==> src/rtl/seg_xlate_pkg.sv <==
package seg_xlate_pkg;

   typedef enum logic [1:0] {
      CAUSE_NONE   = 2'd0,
      CAUSE_BADSEG = 2'd1,
      CAUSE_RANGE  = 2'd2
   } xl_cause_e;

   // Power-up table image; entries past the fourth come up unmapped
   function automatic logic [31:0] boot_base(input int idx);
      case (idx)
         0: boot_base = 32'h4000;
         1: boot_base = 32'h4800;
         2: boot_base = 32'hF000;
         default: boot_base = 32'h0000;
      endcase
   endfunction

   function automatic logic [31:0] boot_limit(input int idx);
      case (idx)
         0: boot_limit = 32'h0800;
         1: boot_limit = 32'h1400;
         2: boot_limit = 32'h1000;
         3: boot_limit = 32'h3000;
         default: boot_limit = 32'h0000;
      endcase
   endfunction

   function automatic logic boot_valid(input int idx);
      boot_valid = (idx < 4);
   endfunction

endpackage

==> src/rtl/seg_table.sv <==
module seg_table
   import seg_xlate_pkg::*;
#(
   parameter int SEG_W = 2,
   parameter int PA_W  = 16,
   parameter int LIM_W = 15
) (
   input  logic             clk,
   input  logic             rst_n,
   input  logic             wr_en,
   input  logic             wr_priv,
   input  logic [SEG_W-1:0] wr_idx,
   input  logic [PA_W-1:0]  wr_base,
   input  logic [LIM_W-1:0] wr_limit,
   input  logic             wr_valid,
   input  logic [SEG_W-1:0] rd_idx,
   output logic [PA_W-1:0]  rd_base,
   output logic [LIM_W-1:0] rd_limit,
   output logic             rd_valid
);

   localparam int NSEG  = 1 << SEG_W;
   localparam int ENT_W = PA_W + LIM_W + 1;

   initial begin
      assert (SEG_W >= 1 && SEG_W <= 4) else $error("seg_table: SEG_W out of range");
      assert (PA_W >= 8) else $error("seg_table: PA_W too small");
   end

   logic [PA_W-1:0]       base_q  [NSEG];
   logic [LIM_W-1:0]      limit_q [NSEG];
   logic [NSEG-1:0]       valid_q;
   logic [NSEG*ENT_W-1:0] tbl_flat;

   // Only a qualified write may land
   logic wr_ok;
   assign wr_ok = wr_en && wr_priv;

   for (genvar g = 0; g < NSEG; g++) begin : g_ent
      logic [PA_W-1:0]  rst_b;
      logic [LIM_W-1:0] rst_l;
      logic             rst_v;
      if (g < 4) begin : g_preset
         assign rst_b = PA_W'(boot_base(g));
         assign rst_l = LIM_W'(boot_limit(g));
         assign rst_v = boot_valid(g);
      end else begin : g_blank
         assign rst_b = '0;
         assign rst_l = '0;
         assign rst_v = 1'b0;
      end

      always_ff @(posedge clk or negedge rst_n) begin
         if (!rst_n) begin
            base_q[g]  <= rst_b;
            limit_q[g] <= rst_l;
            valid_q[g] <= rst_v;
         end else if (wr_ok && (wr_idx == SEG_W'(g))) begin
            base_q[g]  <= wr_base;
            limit_q[g] <= wr_limit;
            valid_q[g] <= wr_valid;
         end
      end

      assign tbl_flat[g*ENT_W +: ENT_W] = {valid_q[g], limit_q[g], base_q[g]};
   end

   assign rd_base  = base_q[rd_idx];
   assign rd_limit = limit_q[rd_idx];
   assign rd_valid = valid_q[rd_idx];

   // an unprivileged write leaves every entry untouched
   p_user_write_dropped_r7: assert property (@(posedge clk) disable iff (!rst_n)
      (wr_en && !wr_priv) |=> $stable(tbl_flat));

   // a privileged write is visible through the read port on the next cycle
   p_priv_write_lands_r6: assert property (@(posedge clk) disable iff (!rst_n)
      (wr_ok && rd_idx == wr_idx) |=> (rd_idx != $past(wr_idx)) ||
         (rd_base == $past(wr_base) && rd_limit == $past(wr_limit) && rd_valid == $past(wr_valid)));

endmodule

==> src/rtl/seg_check.sv <==
module seg_check
   import seg_xlate_pkg::*;
#(
   parameter int OFF_W = 14,
   parameter int PA_W  = 16,
   parameter int LIM_W = 15
) (
   input  logic [OFF_W-1:0] offset,
   input  logic [PA_W-1:0]  base,
   input  logic [LIM_W-1:0] limit,
   input  logic             ent_valid,
   output logic [PA_W-1:0]  phys,
   output xl_cause_e        cause
);

   initial begin
      assert (LIM_W == OFF_W + 1) else $error("seg_check: LIM_W must be OFF_W+1");
      assert (PA_W >= OFF_W) else $error("seg_check: PA_W narrower than offset");
   end

   logic [LIM_W-1:0] off_ext;
   logic             over;
   logic [PA_W-1:0]  sum;

   assign off_ext = {1'b0, offset};
   assign over    = (off_ext >= limit);
   assign sum     = base + PA_W'(offset);   // wraps modulo 2^PA_W

   always_comb begin
      if (!ent_valid) begin
         cause = CAUSE_BADSEG;
         phys  = '0;
      end else if (over) begin
         cause = CAUSE_RANGE;
         phys  = '0;
      end else begin
         cause = CAUSE_NONE;
         phys  = sum;
      end
   end

endmodule

==> src/rtl/seg_resp_reg.sv <==
module seg_resp_reg
   import seg_xlate_pkg::*;
#(
   parameter int PA_W = 16
) (
   input  logic            clk,
   input  logic            rst_n,
   input  logic            in_vld,
   input  logic [PA_W-1:0] in_pa,
   input  xl_cause_e       in_cause,
   output logic            out_vld,
   output logic [PA_W-1:0] out_pa,
   output logic            out_err,
   output logic [1:0]      out_cause
);

   always_ff @(posedge clk or negedge rst_n) begin
      if (!rst_n) begin
         out_vld   <= 1'b0;
         out_pa    <= '0;
         out_err   <= 1'b0;
         out_cause <= 2'd0;
      end else if (in_vld) begin
         out_vld   <= 1'b1;
         out_pa    <= in_pa;
         out_err   <= (in_cause != CAUSE_NONE);
         out_cause <= in_cause;
      end else begin
         out_vld   <= 1'b0;
         out_pa    <= '0;
         out_err   <= 1'b0;
         out_cause <= 2'd0;
      end
   end

   // one response per request, exactly one cycle later
   p_resp_follows_req_r8: assert property (@(posedge clk) disable iff (!rst_n)
      in_vld |=> out_vld);
   p_quiet_when_idle_r8: assert property (@(posedge clk) disable iff (!rst_n)
      !in_vld |=> (!out_vld && out_pa == '0 && !out_err));

   // an error response never carries a usable address
   p_err_pa_zero_r3: assert property (@(posedge clk) disable iff (!rst_n)
      out_err |-> (out_pa == '0));

   // the error flag and cause code agree
   p_cause_agrees_r9: assert property (@(posedge clk) disable iff (!rst_n)
      out_vld |-> (out_err == (out_cause != 2'd0)));

endmodule

==> src/rtl/seg_xlate.sv <==
module seg_xlate
   import seg_xlate_pkg::*;
#(
   parameter int VA_W  = 16,
   parameter int SEG_W = 2,
   parameter int PA_W  = 16,
   localparam int OFF_W = VA_W - SEG_W,
   localparam int LIM_W = OFF_W + 1
) (
   input  logic             clk,
   input  logic             rst_n,
   input  logic             req_vld,
   input  logic [VA_W-1:0]  req_va,
   input  logic             cfg_wr_en,
   input  logic             cfg_priv,
   input  logic [SEG_W-1:0] cfg_idx,
   input  logic [PA_W-1:0]  cfg_base,
   input  logic [LIM_W-1:0] cfg_limit,
   input  logic             cfg_valid,
   output logic             rsp_vld,
   output logic [PA_W-1:0]  rsp_pa,
   output logic             rsp_err,
   output logic [1:0]       rsp_cause
);

   initial begin
      assert (VA_W > SEG_W + 1) else $error("seg_xlate: VA_W too narrow for selector");
      assert (SEG_W == 2 || SEG_W == 3) else $error("seg_xlate: SEG_W must be 2 or 3");
   end

   logic [SEG_W-1:0] seg_sel;
   logic [OFF_W-1:0] seg_off;
   logic [PA_W-1:0]  ent_base;
   logic [LIM_W-1:0] ent_limit;
   logic             ent_valid;
   logic [PA_W-1:0]  xl_pa;
   xl_cause_e        xl_cause;

   assign seg_sel = req_va[VA_W-1 -: SEG_W];
   assign seg_off = req_va[OFF_W-1:0];

   seg_table #(.SEG_W(SEG_W), .PA_W(PA_W), .LIM_W(LIM_W)) u_table (
      .clk      (clk),
      .rst_n    (rst_n),
      .wr_en    (cfg_wr_en),
      .wr_priv  (cfg_priv),
      .wr_idx   (cfg_idx),
      .wr_base  (cfg_base),
      .wr_limit (cfg_limit),
      .wr_valid (cfg_valid),
      .rd_idx   (seg_sel),
      .rd_base  (ent_base),
      .rd_limit (ent_limit),
      .rd_valid (ent_valid)
   );

   seg_check #(.OFF_W(OFF_W), .PA_W(PA_W), .LIM_W(LIM_W)) u_check (
      .offset    (seg_off),
      .base      (ent_base),
      .limit     (ent_limit),
      .ent_valid (ent_valid),
      .phys      (xl_pa),
      .cause     (xl_cause)
   );

   seg_resp_reg #(.PA_W(PA_W)) u_resp (
      .clk       (clk),
      .rst_n     (rst_n),
      .in_vld    (req_vld),
      .in_pa     (xl_pa),
      .in_cause  (xl_cause),
      .out_vld   (rsp_vld),
      .out_pa    (rsp_pa),
      .out_err   (rsp_err),
      .out_cause (rsp_cause)
   );

   // an unmapped entry reports cause 1, ahead of any range check
   p_badseg_cause_r4: assert property (@(posedge clk) disable iff (!rst_n)
      (req_vld && !ent_valid) |=> (rsp_err && rsp_cause == 2'd1));

   // offset at or past the limit of a mapped entry reports cause 2
   p_range_cause_r3: assert property (@(posedge clk) disable iff (!rst_n)
      (req_vld && ent_valid && ({1'b0, seg_off} >= ent_limit)) |=> (rsp_err && rsp_cause == 2'd2));

   // an in-range access to a mapped entry is never flagged, even if it wraps
   p_inrange_clean_r2: assert property (@(posedge clk) disable iff (!rst_n)
      (req_vld && ent_valid && ({1'b0, seg_off} < ent_limit)) |=> (!rsp_err && rsp_cause == 2'd0));

endmodule

==> config.mk <==
export PLATFORM = sky130hd
export DESIGN_NAME = seg_xlate
export DESIGN_NICKNAME = d
export VERILOG_FILES = /design/src/rtl/seg_xlate_pkg.sv /design/src/rtl/seg_table.sv /design/src/rtl/seg_check.sv /design/src/rtl/seg_resp_reg.sv /design/src/rtl/seg_xlate.sv
export SDC_FILE = /design/constraint.sdc
export NUM_CORES = 1
export LEC_CHECK = 0
export ABC_AREA = 0
export BUFFER_PORTS_ARGS = -buffer_cell sky130_fd_sc_hd__buf_2
export CELL_PAD_IN_SITES_DETAIL_PLACEMENT = 2
export CELL_PAD_IN_SITES_GLOBAL_PLACEMENT = 2
export CORE_MARGIN = 10
export CORE_UTILIZATION = 40
export DETAILED_ROUTE_END_ITERATION = 8
export PLACE_DENSITY = 0.86
export SYNTH_ARGS = -nofsm -noshare
export SYNTH_HDL_FRONTEND = slang
export SYNTH_SLANG_ARGS = --single-unit
==> constraint.sdc <==
create_clock -name clk -period 4.45 [get_ports clk]
set_clock_uncertainty 0.2 [all_clocks]
set_input_delay 0.6675 -clock clk [delete_from_list [all_inputs] [get_ports clk]]
set_output_delay 0.6675 -clock clk [all_outputs]
set_load 0.005 [all_outputs]
; ---- Yosys cells after proc, flatten, opt, wreduce, memory -nomap -nowiden
; Cells that the tools add are included.
[classes]
mux = 16
n_bitwise = 1
n_lt_le_gt_ge = 3
n_eq_ne = 3
add_sub_neg = 1
reduce_logical = 7
[op_table]
columns = operator, count
row1 = two-way mux 16 bit, 5
row2 = binary-select mux 16 bit (select 2 bit), 1
row3 = binary-select mux 15 bit (select 2 bit), 1
row4 = two-way mux 15 bit, 2
row5 = adder 16 x 14 -> 16 bit, 1
row6 = greater-or-equal comparator 14 x 15 -> 1 bit, 1
row7 = two-way mux 2 bit, 3
row8 = logical AND 1 bit, 5
row9 = "equality test 2 bit, second input constant", 2
row10 = "greater-or-equal comparator 3 bit, second input constant", 1
row11 = "< comparator 2 x 3 -> 1 bit, second input constant", 1
row12 = two-way mux 1 bit, 3
row13 = NOT 2 -> 3 bit, 1
row14 = binary-select mux 1 bit (select 2 bit), 1
row15 = "equality test 2 x 1 -> 1 bit, second input constant", 1
row16 = zero test 2 bit, 1
row17 = nonzero test 2 bit, 1
[word_totals]
out_inout_bits = 20
register_bits = 148
wordCells = 47
in_bits = 55

; ---- Depth between registers and ports, before layout
; Gate-level depths: netlist of run 1.
[depth]
ltp_word = 9
depth_mapped = 13
mapped_depth_nobuf = 9

; ---- Cells and area by module
; A second synthesis of run 1 with hierarchy kept.
[unflattened]
hier_cells = 523
hier_area_um2 = 7422.1
[by_module_without_submodules]
columns = mod, seq_area_each_um2, cells_per_inst, area_per_inst_um2, n_inst
row1 = seg_table, 3224.3, 312, 5545.3, 1
row2 = seg_check, 0.0, 171, 1227.4, 1
row3 = seg_resp_reg, 500.5, 40, 649.4, 1

; ---- Worst setup path before layout of run 1
; No wires, ideal clock.
[synth_path]
path_kind = in2reg
start = input req_va[14]
end = register u_resp.out_pa[14]
arrival_ps = 3224
setup_slack_ps = 940
setup_time_ps = 86
stages = 12
t_required_ps = 4164
n_path_buf = 3
cell_sequence = buf_6 -> buf_4 -> buf_4 -> mux4_2 -> ha_1 -> fa_1 -> a211oi_1 -> o21ai_1 -> o211ai_1 -> a21boi_1 -> o21a_1 -> nor3_1
[synth_between]
elab_chain_cells = 8
elab_cells_between_ends = 14
classes_between = 1 x add/sub / 1 x order compare / 11 x mux / 1 x bitwise
[synth_lines]
columns = item, line
row1 = from (decl), seg_xlate.sv:13  ; input logic [VA_W-1:0] req_va,
row2 = NOT 2 -> 3 bit (not written as such), "seg_table.sv:68, seg_table.sv:69"
row3 = binary-select mux 16 bit (select 2 bit) / binary-select mux 15 bit (select 2 bit) (equally long branches), "seg_table.sv:68, seg_table.sv:69"
row4 = two-way mux 16 bit (not written as such) / two-way mux 15 bit (equally long branches) (2 in series), "seg_table.sv:68, seg_table.sv:69"
row5 = adder 16 x 14 -> 16 bit / greater-or-equal comparator 14 x 15 -> 1 bit (equally long branches), "seg_check.sv:27, seg_check.sv:26"
row6 = two-way mux 16 bit, seg_check.sv:33  ; end else if (over) begin
row7 = two-way mux 16 bit (*), seg_check.sv:30  ; if (!ent_valid) begin
row8 = two-way mux 16 bit (*), seg_resp_reg.sv:23  ; end else if (in_vld) begin
row9 = to (signal assigned), seg_resp_reg.sv:25  ; out_pa <= in_pa;
row10 = to (decl), seg_resp_reg.sv:12  ; output logic [PA_W-1:0] out_pa,
; Mark *: on every way between the ends. The rest lies on a longest branch, timed or not. The select of a mux whose other input is x is not followed.
; A chain may end at the register's enable or synchronous reset.

; ---- Worst setup path in the final report of run 1
[layout_path]
start = input req_va[14]
end = register u_resp.out_pa[12]
; Same word-level chain as after synthesis.

==> results of run 1 <==
critical path, cell delays in order:
cell,delay [ns]
buf_2,0.16
buf_4,0.33
mux4_2,0.61
fa_1,0.52
a211oi_1,0.34
o21ai_1,0.23
o21ai_0,0.42
a21oi_1,0.22
xnor2_1,0.34
nor2_1,0.10
kinds of logic after synthesis:
logic type | count (synthesis) | synth area share
xor gates and xnor gates | 13 | 0.0159
adders and majority gates | 29 | 0.0517
DFF | 148 | 0.520
AOI/OAI and AO/OA | 55 | 0.0500
buffers and inverters | 35 | 0.0245
and+or+nand+nor | 53 | 0.0353
muxes | 160 | 0.302
cell usage after synthesis, types with 3 or more instances:
cell	count	area share
xor2_1	5	0.0061
inv_1	15	0.0079
nand2_1	12	0.0063
ha_1	28	0.049
a21o_1	6	0.0063
o211ai_1	6	0.0063
xnor2_1	8	0.0098
dfrtp_1	131	0.46
a21oi_1	18	0.013
o21a_1	4	0.0042
nor3_1	4	0.0028
buf_4	3	0.0031
and3_1	3	0.0026
mux4_2	32	0.10
dfstp_2	17	0.062
a31oi_1	3	0.0026
nor2_1	21	0.011
a211oi_1	4	0.0042
o21ai_0	6	0.0042
buf_2	14	0.0098
mux2_2	128	0.20
per-stage QoR:
step	hold slack, ns	util	total power, mW	instances
floorplan	0.172	-	2.52	493
global placement	0.283	0.447	2.78	782
detailed placement	0.296	0.447	2.94	782
CTS	0.179	0.483	4.61	813
global route	0.188	0.483	4.82	815
finish	0.195	0.483	4.62	815
sequential cells by signal, summed over array words and instances (netlist names):
name	count
u_resp.out_cause	2
u_table.limit_q	60
u_table.base_q	64
u_resp.out_err	1
u_resp.out_vld	1
u_table.tbl_flat	4
u_resp.out_pa	16
report_power, final:
| part | total [mW] | internal [mW] | switching, mW |
|---|---|---|---|
| clock network | 1.57 | 0.992 | 0.577 |
| logic | 1.20 | 0.560 | 0.641 |
| registers | 1.85 | 1.66 | 0.194 |
worst min-delay path by stage:
| stage | cells past startpoint | slack, ns | start | end |
|---|---|---|---|---|
| floorplan | 0 | 0.17 | rst_n | u_resp.out_cause[0]$_DFF_PN0_ |
| global route | 1 | 0.19 | req_vld | u_resp.out_vld$_DFF_PN0_ |
| finish | 1 | 0.20 | rst_n | u_table.limit_q[7]$_DFFE_PN0P_ |
| global placement | 1 | 0.28 | u_table.limit_q[18]$_DFFE_PN0P_ | u_table.limit_q[18]$_DFFE_PN0P_ |
| CTS | 1 | 0.18 | req_vld | u_resp.out_vld$_DFF_PN0_ |
| detailed placement | 1 | 0.30 | u_table.base_q[18]$_DFFE_PN0P_ | u_table.base_q[18]$_DFFE_PN0P_ |
routing by layer:
layer  track usage  part of all wire  routed length [um]
met5             0                 0                   0
met4         0.142             0.055                1370
met3        0.0505             0.051                1280
met2         0.356              0.51               12900
met1         0.239              0.38                9520
cell type report:
class,instances,area [sq um],share of cell area
clock inverters,9,150,0.0178
clock buffers,22,484,0.0575
well taps,225,282,0.0334
diodes,2,5.00,0.000595
repair buffers,84,452,0.0537
flip-flops and latches,148,3720,0.443
multi-input cells,310,3260,0.388
inverters,15,56.3,0.00669
==> results.py, run 1 <==
metrics = {
    "yosys": {
        "ys_seq_area_frac": 0.520,
        "synth-seq-cells": 148,
        "async_flop_share": 1.00,
        "yosys_warnings": 0,
        "synth_nets": 577,
        "postSynthAreaPerCell_sq_um": 14.5,
        "synth_edf_count": 0,
        "synth_ff_type": "dfrtp_1",
        "ys_types": 40,
        "syn_area_sq_um": 7160,
        "syn_inst": 493,
    },
    "power": {
        "vdd_drop_max_uv": 291,
        "p_leak_nw": 3.78,
        "power_density_nw_per_um2": 549,
    },
    "sta": {
        "fin_ws_ns": 0.578,
        "report.final.slew_viol_count": 0,
        "finalSetupViolCount": 0,
        "relSlewSlack": 0.308,
        "finalSetupTns_ns": 0,
        "worst_pin_slew_ns": 1.04,
        "fmax_mhz": 258,
        "finalHoldViolations": 0,
        "period_share": 0.870,
        "min_period_ns": 3.87,
        "rsz0062_at_grt": "no",
    },
    "routing": {
        "routed_wl_mm": 25.0,
        "antenna_left": 0,
        "firstDrtPassIters": 4,
        "vias": 4884,
        "routedWlPerCell_um": 30.7,
        "drc_errors": 0,
        "viasPerCell": 5.99,
        "drt_first_iter_violations": 402,
    },
    "global_routing": {
        "grt_usage": 0.214,
        "antenna_found_initial": 2,
        "overflow": 0,
        "grt_pass1_vias": 5883,
        "grt_max_degree": 114,
        "grt_pass1_wl_mm": 38.4,
    },
    "clock_network": {
        "hold_buffers": 0,
        "clockBufferDepth": 2,
        "cts_made_buffers": 17,
        "path_clk_slew_ns": 0.06,
        "cts_tree": "built",
        "cts_setup_buffers": 0,
        "clock-sinks": 148,
        "cts_resized": 0,
        "ctsRootBufferMaster": "clkbuf_16",
        "htree_levels": 4,
        "clock_latency_ns": 0.44,
    },
    "run_status": {
        "outcome": "completed",
    },
    "die": {
        "core_region_area_sq_um": 17400,
        "placementRows": 48,
        "die_w_um": 154,
        "die_h_um": 154,
        "start_util": 0.411,
        "io_pins": 75,
        "die-area_sq_um": 23600,
    },
    "worst_setup_path": {
        "cp_max_fo": 14,
        "worstSetupEndpoint": "u_resp.out_pa[12]$_DFF_PN0_",
        "crit_start": "req_va[14]",
        "r2r_start": "u_table.base_q[48]$_DFFE_PN0P_",
        "cp-start-kind": "input pin",
        "arrival_ns": 3.95,
        "reg2reg_to": "u_resp.out_pa[12]$_DFF_PN0_",
        "endpoint_kind": "flop",
        "reg2regPathDepth": 9,
        "crit_type": "in -> reg",
        "critPathRequiredTime_ns": 4.53,
        "r2r_slack_ns": 0.71,
    },
    "place": {
        "place_congestion": 0.766,
        "place_ws_ns": 0.656,
        "numPortBuffers": 74,
        "post_dp_cell_area_sq_um": 7780,
        "hpwl_mm": 15.3,
    },
    "layout": {
        "fin_area_sq_um": 8420,
        "finalNetCount": 660,
        "final_cell_mix": "131 x dfrtp_1, 128 x mux2_2, 73 x buf_2",
        "layout-drive-gt1-share": 0.503,
        "area_delta_synth_final_pct": 17.6,
        "num-fill-cells": 1645,
        "final_common_cell": "dfrtp_1",
    },
    "hold_path": {
        "min_path_type": "in -> async",
    },
    "flow_run": {
        "cap_violations": 0,
    },
}
(Power assumes the default switching activity.)
==> run 2, diff against run 1 <==
==> constraint.sdc (replaced) <==
create_clock -name clk -period 4.8 [get_ports clk]
set_clock_uncertainty 0.2 [all_clocks]
set_input_delay 0.72 -clock clk [delete_from_list [all_inputs] [get_ports clk]]
set_output_delay 0.72 -clock clk [all_outputs]
set_load 0.005 [all_outputs]
==> results.py, run 2 (synthesis results as in run 1) <==
metrics = {
    "run_status": {
        "outcome": "completed",
    },
    "worst_setup_path": {
        "r2r_start": "u_table.base_q[0]$_DFFE_PN0P_",
        "reg2regPathDepth": 9,
        "critPathRequiredTime_ns": 4.88,
        "cp-start-kind": "input pin",
        "endpoint_kind": "flop",
        "arrival_ns": 3.64,
        "crit_type": "in -> reg",
        "cp_max_fo": 22,
        "crit_start": "req_va[14]",
    },
    "clock_network": {
        "cts_tree": "built",
        "clock_latency_ns": 0.43,
        "cts_made_buffers": 17,
        "cts_setup_buffers": 0,
        "clockBufferDepth": 2,
        "cts_resized": 0,
        "clock-sinks": 148,
        "htree_levels": 4,
        "ctsRootBufferMaster": "clkbuf_16",
        "path_clk_slew_ns": 0.06,
        "hold_buffers": 0,
    },
    "layout": {
        "final_common_cell": "dfrtp_1",
        "num-fill-cells": 1646,
        "multi_input_area_sq_um": 3260,
        "final_util": 0.480,
        "finalNetCount": 658,
        "largest_reg_flops": 64,
        "layout-drive-gt1-share": 0.504,
        "biggestRegsByFlops": "u_table.base_q: 64 flops, u_table.limit_q: 60 flops, u_resp.out_pa: 16 flops",
        "final_cell_mix": "131 x dfrtp_1, 128 x mux2_2, 73 x buf_2",
        "area_delta_synth_final_pct": 16.8,
        "largest-register": "u_table.base_q",
        "seq_area_sq_um": 3720,
    },
    "die": {
        "io_pins": 75,
        "die-area_sq_um": 23600,
        "core_region_area_sq_um": 17400,
        "placementRows": 48,
        "die_w_um": 154,
        "start_util": 0.411,
        "die_h_um": 154,
    },
    "sta": {
        "finalSetupViolCount": 0,
        "fmax_mhz": 281,
        "period_share": 0.742,
        "hold_slack_ns": 0.214,
        "report.final.slew_viol_count": 0,
        "relSlewSlack": 0.341,
        "fin_ws_ns": 1.24,
        "finalHoldViolations": 0,
        "rsz0062_at_grt": "no",
        "worst_pin_slew_ns": 0.988,
        "min_period_ns": 3.56,
        "finalSetupTns_ns": 0,
    },
    "place": {
        "hpwl_mm": 14.5,
        "place_congestion": 0.836,
        "numPortBuffers": 74,
        "place_ws_ns": 0.881,
    },
    "global_routing": {
        "antenna_found_initial": 1,
        "grt_pass1_vias": 5492,
        "grt_max_degree": 109,
        "grt_pass1_wl_mm": 34.2,
        "grt_usage": 0.188,
        "overflow": 0,
    },
    "routing": {
        "drt_first_iter_violations": 236,
        "drc_errors": 0,
        "viasPerCell": 5.66,
        "antenna_left": 0,
        "routedWlPerCell_um": 26.9,
        "vias": 4604,
        "firstDrtPassIters": 4,
        "routed_wl_mm": 21.9,
    },
    "power": {
        "p_leak_nw": 3.73,
        "vdd_drop_max_uv": 284,
        "power_mw": 4.07,
        "power_density_nw_per_um2": 487,
    },
    "hold_path": {
        "min_path_type": "in -> async",
    },
    "flow_run": {
        "cap_violations": 0,
    },
}
[run 2: power by group]
group / internal (mW) / switching, mW / total [mW] / leakage, nW
Combinational: 0.515 / 0.550 / 1.07 / 1.69
Clock: 0.741 / 0.582 / 1.32 / 0.270
Sequential: 1.54 / 0.148 / 1.69 / 1.78
Total: 2.79 / 1.28 / 4.07 / 3.73
[run 2: layout make-up]
cell class,count,share of cell area
clock inverters,14,0.0171
well taps,225,0.0337
inverters,15,0.00674
flip-flops and latches,148,0.446
clock buffers,18,0.0525
repair buffers,82,0.0537
diodes,1,0.000299
multi-input cells,310,0.390
[run 2: final timing paths]
path | to | slack [ns]
setup reg to reg | u_resp.out_pa[12]$_DFF_PN0_ | 1.71
setup / recovery | u_resp.out_pa[6]$_DFF_PN0_ | 1.24
hold / removal | u_table.limit_q[19]$_DFFE_PN0P_ | 0.21
max in group asynchronous | u_resp.out_pa[5]$_DFF_PN0_ | 3.03
hold reg to reg | u_table.base_q[17]$_DFFE_PN0P_ | 0.31
min in group clk | u_resp.out_vld$_DFF_PN0_ | 0.24
[run 2: worst max-delay path, stage by stage]
cell and delay (ns):
buf_2 0.39, buf_12 0.30, mux4_2 0.53, inv_1 0.11, ha_1 0.18, nand2_1 0.10, o21a_1 0.19, o21ai_0 0.25
a21oi_1 0.12, o21ai_2 0.56, nor2_1 0.14
[run 2: layer usage]
layer,routed length (um),share of wire,global-route usage
met5,0,0,0
met3,832,0.038,0.0432
met2,11700,0.53,0.337
met4,704,0.032,0.0819
met1,8700,0.40,0.209
[run 2: per-stage QoR]
| step | instances | area [sq um] |
|---|---|---|
| 2_1_floorplan | 493 | 7160 |
| 3_3_place_gp | 780 | 7770 |
| 3_5_place_dp | 780 | 7770 |
| 4_1_cts | 812 | 8360 |
| 5_1_grt | 812 | 8360 |
| 6_report | 813 | 8360 |
==> run 3, diff against run 2 <==
==> constraint.sdc (replaced) <==
create_clock -name clk -period 3.6 [get_ports clk]
set_clock_uncertainty 0.2 [all_clocks]
set_input_delay 0.54 -clock clk [delete_from_list [all_inputs] [get_ports clk]]
set_output_delay 0.54 -clock clk [all_outputs]
set_load 0.005 [all_outputs]
==> results.py, run 3 (synthesis results as in run 1) <==
metrics = {
    "run_status": {
        "outcome": "completed",
    },
    "global_routing": {
        "overflow": 0,
        "grt_pass1_vias": 5631,
        "grt_max_degree": 67,
        "grt_pass1_wl_mm": 35.6,
        "grt_usage": 0.196,
        "antenna_found_initial": 1,
    },
    "power": {
        "p_leak_nw": 3.80,
        "p_switching_mw": 1.65,
        "switching_share": 0.292,
        "comb_power_share": 0.249,
        "seqPwrFrac": 0.399,
        "power_density_nw_per_um2": 669,
        "vdd_drop_max_uv": 348,
        "p_clk_frac": 0.352,
        "p_int_mw": 4.01,
    },
    "worst_setup_path": {
        "max_stage_delay_ns": 0.55,
        "path_buf_inv": 3,
        "cpMaxStageDelayCell": "mux4_2",
        "path_cells": "buf_2 > buf_4 > mux4_2 > inv_1 > ha_1 > a21oi_1 > o21ai_0 > o21bai_1 > a21oi_1 > o21ai_2 > nor3_1",
        "critPathRequiredTime_ns": 3.73,
        "endpoint_kind": "flop",
        "crit_family": "compound AO/OA/AOI/OAI gates",
        "cp-start-kind": "input pin",
        "crit_type": "in -> reg",
        "crit_top_cell": "a21oi_1",
        "arrival_ns": 3.39,
        "cp_max_fo": 15,
    },
    "die": {
        "die-area_sq_um": 23600,
        "die_h_um": 154,
        "io_pins": 75,
        "die_w_um": 154,
        "core_region_area_sq_um": 17400,
        "placementRows": 48,
        "start_util": 0.411,
    },
    "clock_network": {
        "clock-sinks": 148,
        "path_clk_slew_ns": 0.06,
        "cts_made_buffers": 17,
        "clock_latency_ns": 0.44,
        "cts_setup_buffers": 0,
        "htree_levels": 4,
        "cts_resized": 0,
        "cts_tree": "built",
        "ctsRootBufferMaster": "clkbuf_16",
        "clockBufferDepth": 2,
    },
    "layout": {
        "final_util": 0.486,
        "biggestRegsByFlops": "u_table.base_q: 64 flops, u_table.limit_q: 60 flops, u_resp.out_pa: 16 flops",
        "final_common_cell": "dfrtp_1",
        "largest_reg_flops": 64,
        "area_delta_synth_final_pct": 18.4,
        "final_cells": 819,
        "final_cell_mix": "131 x dfrtp_1, 128 x mux2_2, 73 x buf_2",
        "layout-drive-gt1-share": 0.501,
        "finalNetCount": 664,
        "largest-register": "u_table.base_q",
    },
    "routing": {
        "drt_first_iter_violations": 258,
        "routed_wl_mm": 22.5,
        "routedWlPerCell_um": 27.5,
        "viasPerCell": 5.77,
        "drc_errors": 0,
        "vias": 4724,
        "firstDrtPassIters": 4,
        "antenna_left": 0,
    },
    "sta": {
        "rsz0062_at_grt": "no",
        "fmax_mhz": 306,
        "relSlewSlack": 0.546,
        "worst_pin_slew_ns": 0.681,
        "period_share": 0.907,
        "finalSetupViolCount": 0,
        "min_period_ns": 3.26,
        "finalHoldViolations": 0,
        "report.final.slew_viol_count": 0,
    },
    "place": {
        "place_inst": 785,
        "hpwl_mm": 14.6,
        "numPortBuffers": 74,
        "place_congestion": 0.814,
    },
    "flow_run": {
        "cap_violations": 0,
    },
    "hold_path": {
        "min_path_type": "in -> reg",
    },
}
## run 3: changes by cell type in the layout (fill, tap and decap cells not counted)
cell	before	now
clkinv_2	0	1
dlygate4sd3_1	0	1
inv_8	2	0
buf_4	7	12
clkbuf_1	0	4
inv_6	4	0
clkinvlp_4	5	2
clkinv_4	2	1
bufinv_16	1	5
clkbuf_8	1	2
## run 3: through the flow
stage          hold WS [ns]  TNS [ns]  total power, mW  area (sq um)  setup slack [ns]
2_1_floorplan        0.0444         0             3.11          7160             0.217
3_3_place_gp          0.282         0             3.44          7810             0.204
3_5_place_dp          0.288   -0.0155             3.61          7810           -0.0155
4_1_cts              0.0397         0             5.70          8470             0.339
5_1_grt              0.0408         0             5.94          8470             0.174
6_report             0.0547         0             5.67          8470             0.336
## run 3: routing by layer
metal	track usage	vias up	wire length, um
li1	-	2002	-
met3	0.0455	50	982
met5	0	-	0
met1	0.232	2541	9210
met2	0.328	131	11500
met4	0.0940	0	816
## run 3: what timing repair did
| item | CTS | global route |
|---|---|---|
| hold buffers | 1 | 0 |
| endpoints found under the hold margin | 57 | 0 |
| setup endpoints to repair | 0 | 0 |
## run 3: cell type report
| type | instances | area (sq um) |
|---|---|---|
| Clock buffer | 23 | 468 |
| Inverter | 15 | 56.3 |
| Tap cell | 225 | 282 |
| Antenna cell | 1 | 2.50 |
| Clock inverter | 9 | 179 |
| Timing Repair Buffer | 88 | 497 |
| Multi-Input combinational cell | 310 | 3260 |
| Sequential cell | 148 | 3720 |
| Fill cell | 1634 | 8940 |
## run 3: worst paths after layout
check,startpoint,end,slack (ns),depth (start not counted)
worst max-delay path,req_va[14],u_resp.out_pa[14]$_DFF_PN0_,0.34,11
worst min-delay path,req_vld,u_resp.out_vld$_DFF_PN0_,0.05,1
worst max register to register,u_table.base_q[0]$_DFFE_PN0P_,u_resp.out_pa[14]$_DFF_PN0_,0.51,9
worst min register to register,u_table.limit_q[4]$_DFFE_PN0P_,u_table.limit_q[4]$_DFFE_PN0P_,0.31,1
max in group asynchronous,rst_n,u_table.tbl_flat[95]$_DFFE_PN1P_,1.79,3
min in group asynchronous,rst_n,u_table.limit_q[36]$_DFFE_PN0P_,0.46,2
## run 3: power by group through the flow
stage	Clock [mW]	Sequential [mW]	Combinational (mW)
2_1_floorplan	0	2.19	0.926
3_3_place_gp	0	2.21	1.23
3_5_place_dp	0	2.26	1.35
4_1_cts	2.02	2.26	1.43
5_1_grt	2.11	2.30	1.54
6_report	1.99	2.26	1.41
